## src/rtl/lifo_pkg.sv

```systemverilog
package lifo_pkg;

   typedef enum logic [1:0] {
      ST_IDLE  = 2'd0,
      ST_WRITE = 2'd1,
      ST_READ  = 2'd2,
      ST_WAIT  = 2'd3
   } lifo_state_e;

   typedef enum logic [1:0] {
      OP_NONE  = 2'd0,
      OP_PUSH  = 2'd1,
      OP_POP   = 2'd2,
      OP_CLASH = 2'd3
   } lifo_op_e;

   function automatic lifo_op_e decode_op(input logic push, input logic pop);
      lifo_op_e op;
      case ({push, pop})
         2'b10:   op = OP_PUSH;
         2'b01:   op = OP_POP;
         2'b11:   op = OP_CLASH;
         default: op = OP_NONE;
      endcase
      return op;
   endfunction

endpackage

```

## src/rtl/lifo_sp.sv

```systemverilog
module lifo_sp #(
   parameter int unsigned ADDR_W    = 16,
   parameter int unsigned EMPTY_VAL = 'h4000
) (
   input  logic              clk,
   input  logic              rst_n,
   input  logic              sp_dec,
   input  logic              sp_inc,
   output logic [ADDR_W-1:0] sp
);

   localparam logic [ADDR_W-1:0] RESET_SP = ADDR_W'(EMPTY_VAL);

   always_ff @(posedge clk or negedge rst_n) begin
      if (!rst_n) begin
         sp <= RESET_SP;
      end else if (sp_dec) begin
         sp <= sp - 1'b1;
      end else if (sp_inc) begin
         sp <= sp + 1'b1;
      end
   end

endmodule

```

## src/rtl/lifo_bounds.sv

```systemverilog
module lifo_bounds #(
   parameter int unsigned ADDR_W     = 16,
   parameter int unsigned BASE_ADDR  = 'h3FFF,
   parameter int unsigned LIMIT_ADDR = 'h3FFB
) (
   input  logic [ADDR_W-1:0] sp,
   output logic              full,
   output logic              empty
);

   localparam int unsigned       CAPACITY  = BASE_ADDR - LIMIT_ADDR + 1;
   localparam logic [ADDR_W-1:0] LIMIT_PTR = ADDR_W'(LIMIT_ADDR);
   localparam logic [ADDR_W-1:0] EMPTY_PTR = ADDR_W'(BASE_ADDR + 1);

   assign empty = (sp == EMPTY_PTR);

   generate
      if (CAPACITY == 1) begin : g_single
         // one slot: anything other than empty is full
         assign full = !empty;
      end else begin : g_multi
         assign full = (sp == LIMIT_PTR);
      end
   endgenerate

endmodule

```

## src/rtl/lifo_seq.sv

```systemverilog
module lifo_seq
   import lifo_pkg::*;
#(
   parameter int unsigned RD_LAT = 1
) (
   input  logic clk,
   input  logic rst_n,
   input  logic req_push,
   input  logic req_pop,
   input  logic full,
   input  logic empty,
   output logic ready,
   output logic sp_dec,
   output logic sp_inc,
   output logic wdata_load,
   output logic rdata_take,
   output logic mem_wen,
   output logic mem_ren,
   output logic done,
   output logic fail
);

   localparam int unsigned CNT_W = (RD_LAT > 1) ? $clog2(RD_LAT) : 1;

   lifo_state_e state_q, state_d;
   logic        done_d, fail_d;
   logic        wait_last;
   lifo_op_e    op;

   assign op = decode_op(req_push, req_pop);

   generate
      if (RD_LAT == 1) begin : g_lat1
         assign wait_last = 1'b1;
      end else begin : g_latn
         logic [CNT_W-1:0] wait_cnt;
         always_ff @(posedge clk or negedge rst_n) begin
            if (!rst_n) begin
               wait_cnt <= '0;
            end else if (state_q == ST_READ) begin
               wait_cnt <= CNT_W'(RD_LAT - 1);
            end else if (state_q == ST_WAIT && wait_cnt != '0) begin
               wait_cnt <= wait_cnt - 1'b1;
            end
         end
         assign wait_last = (wait_cnt == '0);
      end
   endgenerate

   always_comb begin
      state_d    = state_q;
      done_d     = 1'b0;
      fail_d     = 1'b0;
      sp_dec     = 1'b0;
      sp_inc     = 1'b0;
      wdata_load = 1'b0;
      rdata_take = 1'b0;
      mem_wen    = 1'b0;
      mem_ren    = 1'b0;
      ready      = 1'b0;
      case (state_q)
         ST_IDLE: begin
            ready = 1'b1;
            case (op)
               OP_CLASH: begin
                  done_d = 1'b1;
                  fail_d = 1'b1;
               end
               OP_PUSH: begin
                  if (full) begin
                     done_d = 1'b1;
                     fail_d = 1'b1;
                  end else begin
                     sp_dec     = 1'b1;
                     wdata_load = 1'b1;
                     state_d    = ST_WRITE;
                  end
               end
               OP_POP: begin
                  if (empty) begin
                     done_d = 1'b1;
                     fail_d = 1'b1;
                  end else begin
                     state_d = ST_READ;
                  end
               end
               default: ;
            endcase
         end
         ST_WRITE: begin
            mem_wen = 1'b1;
            done_d  = 1'b1;
            state_d = ST_IDLE;
         end
         ST_READ: begin
            mem_ren = 1'b1;
            state_d = ST_WAIT;
         end
         ST_WAIT: begin
            if (wait_last) begin
               rdata_take = 1'b1;
               sp_inc     = 1'b1;
               done_d     = 1'b1;
               state_d    = ST_IDLE;
            end
         end
         default: state_d = ST_IDLE;
      endcase
   end

   always_ff @(posedge clk or negedge rst_n) begin
      if (!rst_n) begin
         state_q <= ST_IDLE;
         done    <= 1'b0;
         fail    <= 1'b0;
      end else begin
         state_q <= state_d;
         done    <= done_d;
         fail    <= fail_d;
      end
   end

endmodule

```

## src/rtl/lifo_down_ctrl.sv

```systemverilog
module lifo_down_ctrl #(
   parameter int unsigned DATA_W     = 16,
   parameter int unsigned ADDR_W     = 16,
   parameter int unsigned BASE_ADDR  = 'h3FFF,
   parameter int unsigned LIMIT_ADDR = 'h3FFB,
   parameter int unsigned RD_LAT     = 1
) (
   input  logic              clk,
   input  logic              rst_n,
   input  logic              req_push,
   input  logic              req_pop,
   input  logic [DATA_W-1:0] req_data,
   output logic              req_rdy,
   output logic [DATA_W-1:0] rsp_data,
   output logic              rsp_done,
   output logic              rsp_fail,
   output logic [ADDR_W-1:0] mem_addr,
   output logic              mem_wen,
   output logic [DATA_W-1:0] mem_wdata,
   output logic              mem_ren,
   input  logic [DATA_W-1:0] mem_rdata
);

   localparam int unsigned EMPTY_VAL = BASE_ADDR + 1;

   generate
      if (DATA_W < 1) begin : g_bad_dw
         $error("lifo_down_ctrl: DATA_W must be at least 1");
      end
      if (RD_LAT < 1) begin : g_bad_lat
         $error("lifo_down_ctrl: RD_LAT must be at least 1");
      end
      if (LIMIT_ADDR > BASE_ADDR) begin : g_bad_win
         $error("lifo_down_ctrl: LIMIT_ADDR must not exceed BASE_ADDR");
      end
      if (ADDR_W < 32 && EMPTY_VAL >= (64'd1 << ADDR_W)) begin : g_bad_aw
         $error("lifo_down_ctrl: BASE_ADDR + 1 must fit in ADDR_W bits");
      end
   endgenerate

   logic              full, empty;
   logic              sp_dec, sp_inc, wdata_load, rdata_take;
   logic [ADDR_W-1:0] sp;
   logic [DATA_W-1:0] wdata_q, rdata_q;

   lifo_sp #(
      .ADDR_W   (ADDR_W),
      .EMPTY_VAL(EMPTY_VAL)
   ) i_sp (
      .clk   (clk),
      .rst_n (rst_n),
      .sp_dec(sp_dec),
      .sp_inc(sp_inc),
      .sp    (sp)
   );

   lifo_bounds #(
      .ADDR_W    (ADDR_W),
      .BASE_ADDR (BASE_ADDR),
      .LIMIT_ADDR(LIMIT_ADDR)
   ) i_bounds (
      .sp   (sp),
      .full (full),
      .empty(empty)
   );

   lifo_seq #(
      .RD_LAT(RD_LAT)
   ) i_seq (
      .clk       (clk),
      .rst_n     (rst_n),
      .req_push  (req_push),
      .req_pop   (req_pop),
      .full      (full),
      .empty     (empty),
      .ready     (req_rdy),
      .sp_dec    (sp_dec),
      .sp_inc    (sp_inc),
      .wdata_load(wdata_load),
      .rdata_take(rdata_take),
      .mem_wen   (mem_wen),
      .mem_ren   (mem_ren),
      .done      (rsp_done),
      .fail      (rsp_fail)
   );

   always_ff @(posedge clk or negedge rst_n) begin
      if (!rst_n) begin
         wdata_q <= '0;
         rdata_q <= '0;
      end else begin
         if (wdata_load) wdata_q <= req_data;
         if (rdata_take) rdata_q <= mem_rdata;
      end
   end

   assign mem_addr  = sp;
   assign mem_wdata = wdata_q;
   assign rsp_data  = rdata_q;

endmodule

```

## config.mk

```make
export PLATFORM = sky130hd
export DESIGN_NAME = lifo_down_ctrl
export DESIGN_NICKNAME = d
export VERILOG_FILES = /design/src/rtl/lifo_pkg.sv /design/src/rtl/lifo_sp.sv /design/src/rtl/lifo_bounds.sv /design/src/rtl/lifo_seq.sv /design/src/rtl/lifo_down_ctrl.sv
export SDC_FILE = /design/constraint.sdc
export NUM_CORES = 1
export LEC_CHECK = 0
export BUFFER_PORTS_ARGS = -buffer_cell sky130_fd_sc_hd__buf_4
export CAP_MARGIN = 20
export CORE_UTILIZATION = 56
export CTS_CLUSTER_SIZE = 40
export DETAILED_ROUTE_END_ITERATION = 16
export PLACE_DENSITY = 0.95
export RECOVER_POWER = 25
export SLEW_MARGIN = 20
export SYNTH_ARGS = -nofsm -noshare
export SYNTH_HDL_FRONTEND = slang
export SYNTH_SLANG_ARGS = --single-unit
```

## constraint.sdc

```tcl
create_clock -name clk -period 4.8 [get_ports clk]
set_input_delay 0.72 -clock clk [delete_from_list [all_inputs] [get_ports clk]]
set_output_delay 0.72 -clock clk [all_outputs]
set_load 0.03 [all_outputs]
```

# Word-level counts from Yosys, hierarchy flattened
# Index checks and enable logic that the tools add are counted.
# Widths: inputs -> output; s select.
op_classes:
  addsub: 2
  n_eq_ne: 14
  mux: 19
  reduce_logical: 4
ops:
  columns: ["op", "n"]
  rows:
  - ["$mux 16", 2]
  - ["$add 16x1->16 const B", 1]
  - ["$eq 16x14->1 const B", 1]
  - ["$eq 16x15->1 const B", 1]
  - ["$sub 16x1->16 const B", 1]
  - ["$eq 2x2->1 const B", 6]
  - ["$pmux 2 s3", 2]
  - ["$mux 1", 10]
  - ["$ne 3x3->1 const B", 3]
  - ["$eq 2x1->1 const B", 3]
  - ["$mux 2", 2]
  - ["$pmux 2 s2", 1]
  - ["$pmux 1 s3", 1]
  - ["$reduce_and 3->1", 1]
  - ["$logic_not 2->1", 1]
  - ["$pmux 1 s2", 1]
  - ["$reduce_bool 2->1", 1]
  - ["$reduce_or 2->1", 1]
word_totals:
  register_bits: 52
  out_inout_bits: 53
  word_cells: 45

# Depth between registers and ports, before layout
# Gate-level depths: netlist (run 1).
depth:
  word_depth: 6
  ltp_mapped: 12

# By module
# A second synthesis (run 1) with hierarchy kept.
unflattened:
  hier_cells: 269
  area_unflattened_um2: 2996.6
by_module_without_submodules:
  columns: ["mod", "instances", "cells_per_inst", "area_per_inst_um2", "seq_area_each_um2"]
  rows:
  - ["lifo_sp", 1, 168, 1417.6, 401.6]
  - ["lifo_down_ctrl", 1, 68, 1298.7, 800.8]
  - ["lifo_seq", 1, 23, 205.2, 100.1]
  - ["lifo_bounds", 1, 10, 75.1, 0.0]

# Worst setup path before layout (run 1)
# OpenSTA, ideal clock, no wires.
synth_path:
  path_kind: "register to register"
  start: "register i_seq.state_q[0]"
  end: "register i_sp.sp[13]"
  arrival_ps: 3192
  setup_slack_ps: 1479
  stages_incl_launch_ff: 13
  period_less_slack_ps: 3321
  cell_sequence: "dfrtp_1 -> buf_4 -> nor2_1 -> nand2_1 -> nor2_2 -> buf_2 -> ha_1 -> clkbuf_1 -> a21o_1 -> a2111o_1 -> a21oi_1 -> o211a_1 -> nor3_1"
synth_between:
  elab_chain_cells: 3
  elab_cells_between_ends: 6
  classes_between: "1 x eq/ne; 3 x mux; 2 x reduce/logical"
synth_rtl:
  columns: ["item", "line_no", "rtl"]
  rows:
  - ["start: declaration", "lifo_seq.sv:25", "lifo_state_e state_q, state_d;"]
  - ["start signal: assignment", "lifo_seq.sv:117", "state_q <= state_d;"]
  - ["$logic_not 2->1 (*)", "lifo_seq.sv:61", "case (state_q)"]
  - ["$mux 1 (*)", "lifo_seq.sv:61", null]
  - ["net i_seq.sp_dec", "lifo_seq.sv:13", "output logic sp_dec,"]
  - ["$mux 16 or $reduce_bool 2->1 (tied branches)", null, null]
  - ["end signal: assignment", "lifo_sp.sv:18", "sp <= sp - 1'b1;"]
  - ["end signal: assignment", "lifo_sp.sv:20", "sp <= sp + 1'b1;"]
  - ["end: declaration", "lifo_sp.sv:9", "output logic [ADDR_W-1:0] sp"]
# Mark *: on every way through the listed nets, which the timed path passes. The rest lies on a longest branch.
# A chain may end at the register's enable or synchronous reset.

# Worst setup path after layout (run 1)
layout_path:
  start: "register i_sp.sp[10]"
  end: "register i_sp.sp[14]"
layout_between:
  elab_chain_cells: 5
  elab_cells_between_ends: 9
  classes_between: "2 x add/sub; 1 x eq/ne; 5 x mux; 1 x reduce/logical"
layout_rtl:
  columns: ["item"]
  rows:
  - ["branches (longest 5 deep; another with $add 16x1->16)"]
# Parallel ways; which one is timed is not known. The select of a mux whose other input is x is not followed.

==> flow_metrics.py, run 1 <==
metrics = {
    "clock_network": {
        "clk_latency_ns": 0.31,
        "cts_sinks": 52,
        "cts_max_level": 2,
        "post_cts_buffers": 0,
        "ctsHoldBuffers": 0,
        "cts_made_buffers": 5,
        "path_clk_slew_ns": 0.10,
        "ctsRootBufferMaster": "clkbuf_8",
        "cts_resized": 0,
        "clockBufferDepth": 2,
        "cts_tree": "done",
    },
    "yosys": {
        "ys_seq_elements": 52,
        "synth_area_leader_cell": "dfrtp_1",
        "yosysWarnings": 0,
        "syn-num-nets": 337,
        "synth_top_area_frac": 0.428,
        "netlist_top_cells_area": "dfrtp_1 43%, mux2_2 12%, ha_1 7.5%",
        "synthDistinctLibCells": 51,
        "syn_area_mm2": 0.00298,
        "synth-seq-area-share": 0.436,
        "synth_enable_flop_cells": 0,
        "avgSynthCellArea_um2": 10.6,
        "ys.flop_type": "dfrtp_1",
        "syn_inst": 282,
        "async_flop_share": 1.00,
    },
    "outcome": {
        "violations": "capacitance limit, slew limit",
        "status": "finished with violations",
    },
    "sta": {
        "report.final.slew_viol_count": 53,
        "period_share": 0.699,
        "tightest_slew_ns": 2.72,
        "setup_viol": 0,
        "whs_ns": 0.518,
        "fin_setup_tns_ns": 0,
        "fmax_ghz": 0.298,
        "slew_headroom": -0.814,
        "rsz0062_at_grt": "false",
        "fin_crit_ns": 3.35,
        "final-hold-violation-count": 0,
        "fin_skew_ns": 0.00422,
    },
    "job": {
        "maxCapViolCount": 1,
    },
    "routing": {
        "vias_per_cell": 6.01,
        "drt_iter0_markers": 212,
        "dr.pass1.iters": 4,
        "drc_errors": 0,
        "vias": 2643,
        "wl_per_cell_um": 16.8,
        "antenna_left": 0,
        "routed_wl_um": 7370,
    },
    "floorplanning": {
        "die-area_mm2": 0.00563,
        "dieHeight_um": 75,
        "rows": 26,
        "start_util": 0.584,
        "pin_count": 89,
        "die_x_um": 75,
        "coreArea_mm2": 0.00511,
    },
    "grt": {
        "grt-ovfl-total": 0,
        "grt_pass1_wl_um": 11900,
        "antenna_found_initial": 0,
        "grt_max_degree": 53,
        "grt_pass1_vias": 2611,
        "grtUsageTotal": 0.284,
    },
    "layout": {
        "drive_above_1_share": 0.376,
        "syn_to_final_growth_pct": 26.8,
        "fill_cells": 348,
        "diodes": 0,
        "fin_nets": 424,
    },
    "placement": {
        "gp_congestion": 0.907,
        "dp_hpwl_um": 5490,
        "io_buffers": 88,
    },
    "power_and_ir_drop": {
        "seqPwrFrac": 0.318,
        "max-vdd-ir-drop_mv": 0.492,
        "p_sw_mw": 1.30,
        "p_per_area_mw_per_mm2": 715,
        "swShare": 0.481,
        "p_int_mw": 1.40,
        "p_leak_nw": 1.76,
        "clockPowerShare": 0.095,
        "pwr-share-comb": 0.587,
    },
    "worst_setup_path": {
        "cp_common_cell": "nand4_1",
        "worst-path-max-fanout": 23,
        "cp.arrival_ns": 3.58,
        "critPathRequiredTime_ns": 5.02,
        "cp_slowest_cell": "nor4_1",
        "crit_path_start_kind": "register",
        "worst-setup-path-type": "register to register",
        "cp-end-kind": "register",
        "slowest_delay_ns": 0.59,
        "crit_chain": "nand4_1 -> nor4_1 -> nor2_2 -> buf_4 -> ha_1 -> nand4_1 -> nor3_1 -> o21ai_0 -> and4_1 -> o31ai_1",
    },
    "hold_path": {
        "hold_class": "register to register",
    },
}
cell usage in the layout (no fill, tap or decap), types with 9 or more instances in the layout:
cell / netlist / routed
inv_1: 11 / 11
nand2_1: 18 / 18
buf_4: 2 / 89
o21ai_0: 10 / 10
nor2_1: 17 / 17
ha_1: 18 / 18
mux2_2: 32 / 32
dfrtp_1: 51 / 51
a21oi_1: 27 / 27
a21o_1: 9 / 9
cell usage after synthesis (2+ instances only):
| library cell | number |
|---|---|
| nand2_1 | 18 |
| a21boi_0 | 3 |
| nand2b_1 | 3 |
| nor2_1 | 17 |
| a31oi_1 | 3 |
| inv_1 | 11 |
| and3_2 | 2 |
| nor3_1 | 6 |
| xnor2_1 | 3 |
| a21oi_1 | 27 |
| a211oi_1 | 3 |
| xor2_1 | 6 |
| clkbuf_1 | 6 |
| nor3b_1 | 4 |
| a21o_1 | 9 |
| buf_4 | 2 |
| o211ai_1 | 3 |
| o31ai_1 | 4 |
| nor2b_1 | 2 |
| ha_1 | 18 |
| nand3_1 | 4 |
| mux2_2 | 32 |
| dfrtp_1 | 51 |
| nand4_1 | 4 |
| o21ai_0 | 10 |
| nor4_1 | 6 |
path summary, 6_finish.rpt:
check                       startpoint           end  slack, ns  depth (start not counted)
setup / recovery           i_sp.sp[10]   i_sp.sp[14]       1.45                         10
hold / removal             rsp_data[1]   rsp_data[1]       0.52                          1
setup reg to reg           i_sp.sp[10]   i_sp.sp[14]       1.45                         10
hold reg to reg            rsp_data[1]   rsp_data[1]       0.52                          1
max in group asynchronous        rst_n  mem_wdata[7]       2.01                          1
min in group asynchronous        rst_n    i_seq.done       1.26                          1
critical path, delay by kind of cell, from the launching register on:
| family | cells | cell delay (ns) |
|---|---|---|
| compound gates | 2 | 0.39 |
| flops | 1 | 0.49 |
| simple gates | 6 | 1.62 |
| buf+inv | 1 | 0.29 |
| fa+ha+maj | 1 | 0.48 |
registers in the layout, summed over array words and instances, names as in the netlist:
name / cells
mem_wdata: 16
i_seq.fail: 1
i_seq.done: 1
rsp_data: 16
i_seq.state_q: 2
i_sp.sp: 16
metrics by stage:
step / cells / utilization / instance area [um^2] / total power [mW] / worst slack (ns)
after detailed placement: 432 / 0.723 / 3690 / 2.44 / 1.34
after floorplan: 282 / - / 2980 / 1.89 / 1.48
final: 440 / 0.741 / 3780 / 2.70 / 1.45
after global placement: 432 / 0.723 / 3690 / 2.38 / 1.47
after global routing: 440 / 0.741 / 3780 / 2.86 / 1.26
after CTS: 440 / 0.741 / 3780 / 2.70 / 1.56
power groups by stage:
stage	sequential [mW]	combinational [mW]	clock, mW
finish	0.859	1.59	0.257
global route	0.883	1.70	0.280
CTS	0.855	1.58	0.262
detailed placement	0.861	1.58	0
global placement	0.841	1.53	0
floorplan	1.20	0.688	0
routing by layer:
layer  vias to the layer above  track usage  routed length, um
met5                         -            0                  0
li1                       1203            -                  -
met4                         0        0.128                197
met2                       147        0.482               3700
met1                      1269        0.339               2800
met3                        24       0.0736                682
layout make-up:
type,instances,area (um^2),area share
repair buffers,90,672,0.178
clock inverters,3,21.3,0.00562
flip-flops and latches,52,1300,0.344
clock buffers,5,68.8,0.0182
well taps,70,87.6,0.0231
multi-input cells,209,1590,0.420
inverters,11,41.3,0.0109
cells by family (layout without fill, tap and decap cells):
logic type / Yosys count / count (layout) / share of synthesized area
and+or+nand+nor: 76 / 76 / 0.140
AOI/OAI and AO/OA: 73 / 73 / 0.162
DFF: 52 / 52 / 0.436
muxes: 32 / 32 / 0.121
buffers and inverters: 21 / 109 / 0.0319
adders and majority gates: 19 / 19 / 0.0822
xor gates and xnor gates: 9 / 9 / 0.0264
No activity file was read; power rests on OpenSTA's default activity.
==> run 2, diff against run 1 <==
CORE_UTILIZATION = 52   (was 56)
PLACE_DENSITY = 0.89   (was 0.95)
clock period = 3.4 ns   (was 4.8 ns; I/O delays follow)
==> run 2 against run 1 <==
Net effect: the run now ends clean; non-clock buffer count increased by 5; routed wire length shrank 4.6%; hold slack lost 0.089 ns.
==> flow_metrics.py, run 2 (same netlist as run 1, synthesis figures left out) <==
metrics = {
    "routing": {
        "drt_iter0_markers": 233,
        "dr.pass1.iters": 4,
        "drc_errors": 0,
        "vias_per_cell": 5.70,
        "wl_per_cell_um": 15.7,
        "vias": 2549,
        "antenna_left": 0,
        "routed_wl_um": 7030,
    },
    "sta": {
        "fin_skew_ns": 0.00958,
        "fin_setup_tns_ns": 0,
        "fmax_ghz": 0.322,
        "final-hold-violation-count": 0,
        "slew_headroom": 0.133,
        "period_share": 0.915,
        "fin_crit_ns": 3.11,
        "tightest_slew_ns": 1.30,
        "setup_viol": 0,
        "rsz0062_at_grt": "false",
        "whs_ns": 0.429,
        "report.final.slew_viol_count": 0,
    },
    "layout": {
        "drive_above_1_share": 0.384,
        "diodes": 0,
        "fin_nets": 429,
        "final_cells": 447,
        "syn_to_final_growth_pct": 28.4,
        "most-common-layout-cells": "94 x buf_4, 51 x dfrtp_1, 32 x mux2_2",
        "final_common_cell": "buf_4",
        "postLayoutCellArea_mm2": 0.00383,
    },
    "power_and_ir_drop": {
        "max-vdd-ir-drop_mv": 0.610,
        "pwr-share-comb": 0.589,
        "power_mw": 3.82,
        "seqPwrFrac": 0.313,
        "p_sw_mw": 1.81,
        "swShare": 0.472,
        "p_int_mw": 2.02,
        "p_per_area_mw_per_mm2": 998,
        "p_leak_nw": 1.79,
        "clockPowerShare": 0.098,
    },
    "worst_setup_path": {
        "critPathRequiredTime_ns": 3.62,
        "reg2reg_slack_ns": 0.29,
        "slowest_delay_ns": 0.49,
        "cp_slowest_cell": "dfrtp_1",
        "reg2regPathDepth": 10,
        "crit_chain": "nand4_1 -> nor4_2 -> nor2_2 -> buf_4 -> ha_1 -> nand4_1 -> nor3_1 -> o21ai_0 -> and4_1 -> o31ai_1",
        "regToRegStartpoint": "i_sp.sp[11]",
        "r2r_end": "i_sp.sp[14]",
        "worst-path-max-fanout": 16,
        "cp.arrival_ns": 3.33,
        "crit_path_start_kind": "register",
        "cp_common_cell": "nand4_1",
        "cp-end-kind": "register",
        "worst-setup-path-type": "register to register",
    },
    "placement": {
        "dp_hpwl_um": 5190,
        "io_buffers": 88,
        "dpl_cell_area_mm2": 0.00373,
        "gp_congestion": 0.926,
        "dp.cells": 439,
    },
    "floorplanning": {
        "coreArea_mm2": 0.00551,
        "die_x_um": 77.8,
        "rows": 27,
        "pin_count": 89,
        "die-area_mm2": 0.00605,
        "start_util": 0.542,
        "dieHeight_um": 77.8,
    },
    "grt": {
        "grt-ovfl-total": 0,
        "grt_pass1_vias": 2492,
        "grtUsageTotal": 0.240,
        "grt_pass1_wl_um": 11400,
        "grt_max_degree": 53,
        "antenna_found_initial": 0,
    },
    "clock_network": {
        "path_clk_slew_ns": 0.10,
        "post_cts_buffers": 0,
        "cts_sinks": 52,
        "cts_max_level": 2,
        "cts_made_buffers": 5,
        "ctsHoldBuffers": 0,
        "cts_tree": "done",
        "ctsRootBufferMaster": "clkbuf_8",
        "cts_resized": 0,
        "clockBufferDepth": 2,
        "clk_latency_ns": 0.30,
    },
    "hold_path": {
        "hold_class": "primary input to register",
        "worstHoldStart": "mem_rdata[13]",
        "holdPathStages": 2,
        "min_to": "rsp_data[13]",
    },
    "outcome": {
        "status": "finished, final reports clean",
    },
    "job": {
        "maxCapViolCount": 0,
    },
}
[run 2: final cells by class]
class	count	area, um^2
clock buffer	7	86.3
tap	72	90.1
timing repair buffer	95	711
inverter	11	41.3
fill	421	1670
clock inverter	1	8.76
multi-input combinational	209	1590
sequential	52	1300
[run 2: routing by layer]
layer / up-vias / global-route usage / wire (um)
li1: 1218 / - / -
met1: 1226 / 0.307 / 3000
met2: 99 / 0.403 / 3490
met3: 6 / 0.0600 / 477
met4: 0 / 0.0679 / 61
met5: - / 0 / 0
[run 2: worst max path at each step]
stage	startpoint	endpoint	slack, ns	depth (start not counted)
finish	i_sp.sp[11]	i_sp.sp[14]	0.29	10
global route	i_sp.sp[10]	i_sp.sp[14]	0.17	10
CTS	i_sp.sp[15]	i_sp.sp[14]	0.17	10
detailed placement	i_sp.sp[15]	i_sp.sp[14]	0.20	10
global placement	i_sp.sp[15]	i_sp.sp[14]	0.35	10
floorplan	i_seq.state_q[0]	i_sp.sp[13]	0.08	12
[run 2: power by group through the flow]
stage / registers [mW] / clock network (mW) / logic, mW
floorplan: 1.70 / 0 / 0.971
global placement: 1.19 / 0 / 2.20
detailed placement: 1.20 / 0 / 2.24
CTS: 1.19 / 0.385 / 2.25
global route: 1.24 / 0.416 / 2.41
finish: 1.20 / 0.376 / 2.25
[run 2: stage by stage]
step | util | setup WS [ns]
after floorplan | - | 0.0793
after global placement | 0.678 | 0.350
after detailed placement | 0.678 | 0.196
after CTS | 0.695 | 0.166
after global routing | 0.696 | 0.173
final | 0.696 | 0.290
[run 2: worst max-delay path, delay by kind of cell, from the launching register on]
kind	cells	cell delay [ns]
compound gates	2	0.33
fa+ha+maj	1	0.43
buf+inv	1	0.26
flops	1	0.49
simple gates	6	1.53
==> run 3, diff against run 2 <==
CORE_UTILIZATION = 47   (was 52)
PLACE_DENSITY = 0.77   (was 0.89)
clock period = 2.5 ns   (was 3.4 ns; I/O delays follow)
==> run 3 against run 2 <==
Net effect: global-route usage increased by 2.9 points; sequential power increased by 23%; the flow now finishes with violations (setup timing); clock-buffer cell count decreased by 2; critical path depth unchanged; largest power group unchanged; final cell count increased by 14%; sequential share of layout area decreased by 5.3 points; critical path type unchanged; via count increased by 11%; non-clock buffer count increased by 58; die area increased by 10%; critical endpoint is now i_sp.sp[13]; combinational power increased by 84%.
==> flow_metrics.py, run 3 (same netlist as run 1, synthesis figures left out) <==
metrics = {
    "worst_setup_path": {
        "slowest_delay_ns": 0.42,
        "cp_slowest_cell": "nor4_4",
        "critPathRequiredTime_ns": 2.71,
        "worst-setup-path-type": "register to register",
        "cp.arrival_ns": 2.95,
        "crit_path_start_kind": "register",
        "crit_chain": "nand4_1 -> nor4_4 -> nor2_4 -> buf_8 -> ha_4 -> a21o_1 -> a2111o_1 -> a21oi_2 -> nor4_1 -> nor3_1",
        "worst-path-max-fanout": 9,
        "cp-end-kind": "register",
    },
    "clock_network": {
        "cts_tree": "done",
        "clockBufferDepth": 2,
        "ctsRootBufferMaster": "clkbuf_8",
        "cts_made_buffers": 5,
        "cts_max_level": 2,
        "cts_sinks": 52,
        "path_clk_slew_ns": 0.11,
        "clk_latency_ns": 0.31,
    },
    "power_and_ir_drop": {
        "seqPwrFrac": 0.238,
        "swShare": 0.453,
        "pwr-share-comb": 0.662,
        "p_sw_mw": 2.83,
        "max-vdd-ir-drop_mv": 0.908,
        "p_int_mw": 3.42,
        "clockPowerShare": 0.100,
        "p_per_area_mw_per_mm2": 1360,
        "p_leak_nw": 2.12,
        "power_mw": 6.24,
    },
    "layout": {
        "finalCoreUtilization": 0.761,
        "most-common-layout-cells": "151 x buf_4, 43 x dfrtp_1, 32 x mux2_2",
        "final_common_cell": "buf_4",
        "drive_above_1_share": 0.566,
        "diodes": 0,
        "fill_cells": 414,
        "fin_nets": 487,
        "final_cells": 508,
        "syn_to_final_growth_pct": 53.6,
    },
    "routing": {
        "routed_wl_um": 8650,
        "antenna_left": 0,
        "vias": 2825,
        "vias_per_cell": 5.56,
        "drt_iter0_markers": 186,
        "wl_per_cell_um": 17.0,
        "dr.pass1.iters": 4,
        "drc_errors": 0,
    },
    "grt": {
        "grt_pass1_wl_um": 13500,
        "grtUsageTotal": 0.269,
        "grt_max_degree": 53,
        "grt_pass1_vias": 2888,
        "grt-ovfl-total": 0,
        "antenna_found_initial": 0,
    },
    "outcome": {
        "violations": "setup timing",
        "status": "finished with violations",
    },
    "placement": {
        "io_buffers": 88,
        "dp_slack_ns": -0.208,
        "dp.cells": 494,
        "dp_hpwl_um": 6280,
        "gp_congestion": 0.881,
    },
    "job": {
        "maxCapViolCount": 0,
    },
    "sta": {
        "fin_skew_ns": 0.00959,
        "setup_viol": 8,
        "fin_setup_tns_ns": -0.862,
        "period_share": 1.09,
        "fin_crit_ns": 2.74,
        "final-hold-violation-count": 0,
        "fmax_ghz": 0.365,
        "slew_headroom": 0.144,
        "tightest_slew_ns": 1.28,
        "fin_ws_ns": -0.236,
        "report.final.slew_viol_count": 0,
        "rsz0062_at_grt": "true",
    },
    "floorplanning": {
        "dieHeight_um": 81.7,
        "rows": 28,
        "die-area_mm2": 0.00667,
        "start_util": 0.495,
        "coreArea_mm2": 0.00603,
        "pin_count": 89,
        "die_x_um": 81.7,
    },
    "hold_path": {
        "hold_class": "primary input to register",
    },
}
==> run 3: cell count changes in the layout (fill, tap and decap cells not counted), moves of 8 or more <==
| cell | delta |
|---|---|
| dfrtp_2 | +8 |
| ha_1 | -10 |
| a21oi_1 | -10 |
| ha_4 | +9 |
| buf_4 | +57 |
| dfrtp_1 | -8 |
==> run 3: power groups by stage <==
stage / sequential, mW / combinational (mW) / clock [mW]
after floorplan: 2.33 / 1.45 / 0
after global placement: 1.47 / 3.72 / 0
after detailed placement: 1.50 / 3.80 / 0
after CTS: 1.48 / 3.94 / 0.632
after global routing: 1.53 / 4.40 / 0.662
final: 1.48 / 4.13 / 0.623
==> run 3: final cells by class <==
type                    count  area (um^2)  area share
inverters                  11         41.3     0.00901
clock inverters             3         50.0      0.0109
repair buffers            153         1150       0.252
multi-input cells         209         1860       0.406
flip-flops and latches     52         1310       0.286
clock buffers               5         68.8      0.0150
well taps                  75         93.8      0.0205
==> run 3: routing by layer <==
metal,vias up,GRT usage,part of all wire
li1,1330,-,-
met3,15,0.0622,0.058
met4,0,0.0702,0.017
met2,96,0.472,0.52
met1,1384,0.331,0.41
met5,-,0,0
==> run 3: what timing repair did <==
action	CTS	global route
buffers inserted	2	4
resized for setup	19	19
setup endpoints to repair	8	10
hold buffers	0	0
pin swaps	3	7
==> run 3: critical path: cells and delay by family (launching register included) <==
kind                     cells  cell delay [ns]
AO/OA/AOI/OAI                3             0.75
adder cells (fa/ha/maj)      1             0.24
buffers and inverters        1             0.18
flip-flops                   1             0.36
AND/OR/NAND/NOR              5             1.09
==> run 3: per-stage QoR <==
| stage | hold slack [ns] | area (um^2) |
|---|---|---|
| after floorplan | 0.0794 | 3130 |
| after global placement | 0.446 | 4230 |
| after detailed placement | 0.459 | 4230 |
| after CTS | 0.113 | 4440 |
| after global routing | 0.274 | 4580 |
| final | 0.283 | 4580 |
==> run 3: path summary, 6_finish.rpt <==
check | end | from | slack (ns) | cells after the start
setup / recovery | i_sp.sp[13] | i_sp.sp[6] | -0.24 | 10
setup reg to reg | i_sp.sp[13] | i_sp.sp[6] | -0.24 | 10
min in group asynchronous | i_sp.sp[0] | rst_n | 0.31 | 1
hold / removal | rsp_data[1] | mem_rdata[1] | 0.28 | 2
max in group asynchronous | i_sp.sp[12] | rst_n | 1.33 | 1
hold reg to reg | rsp_data[8] | rsp_data[8] | 0.52 | 1
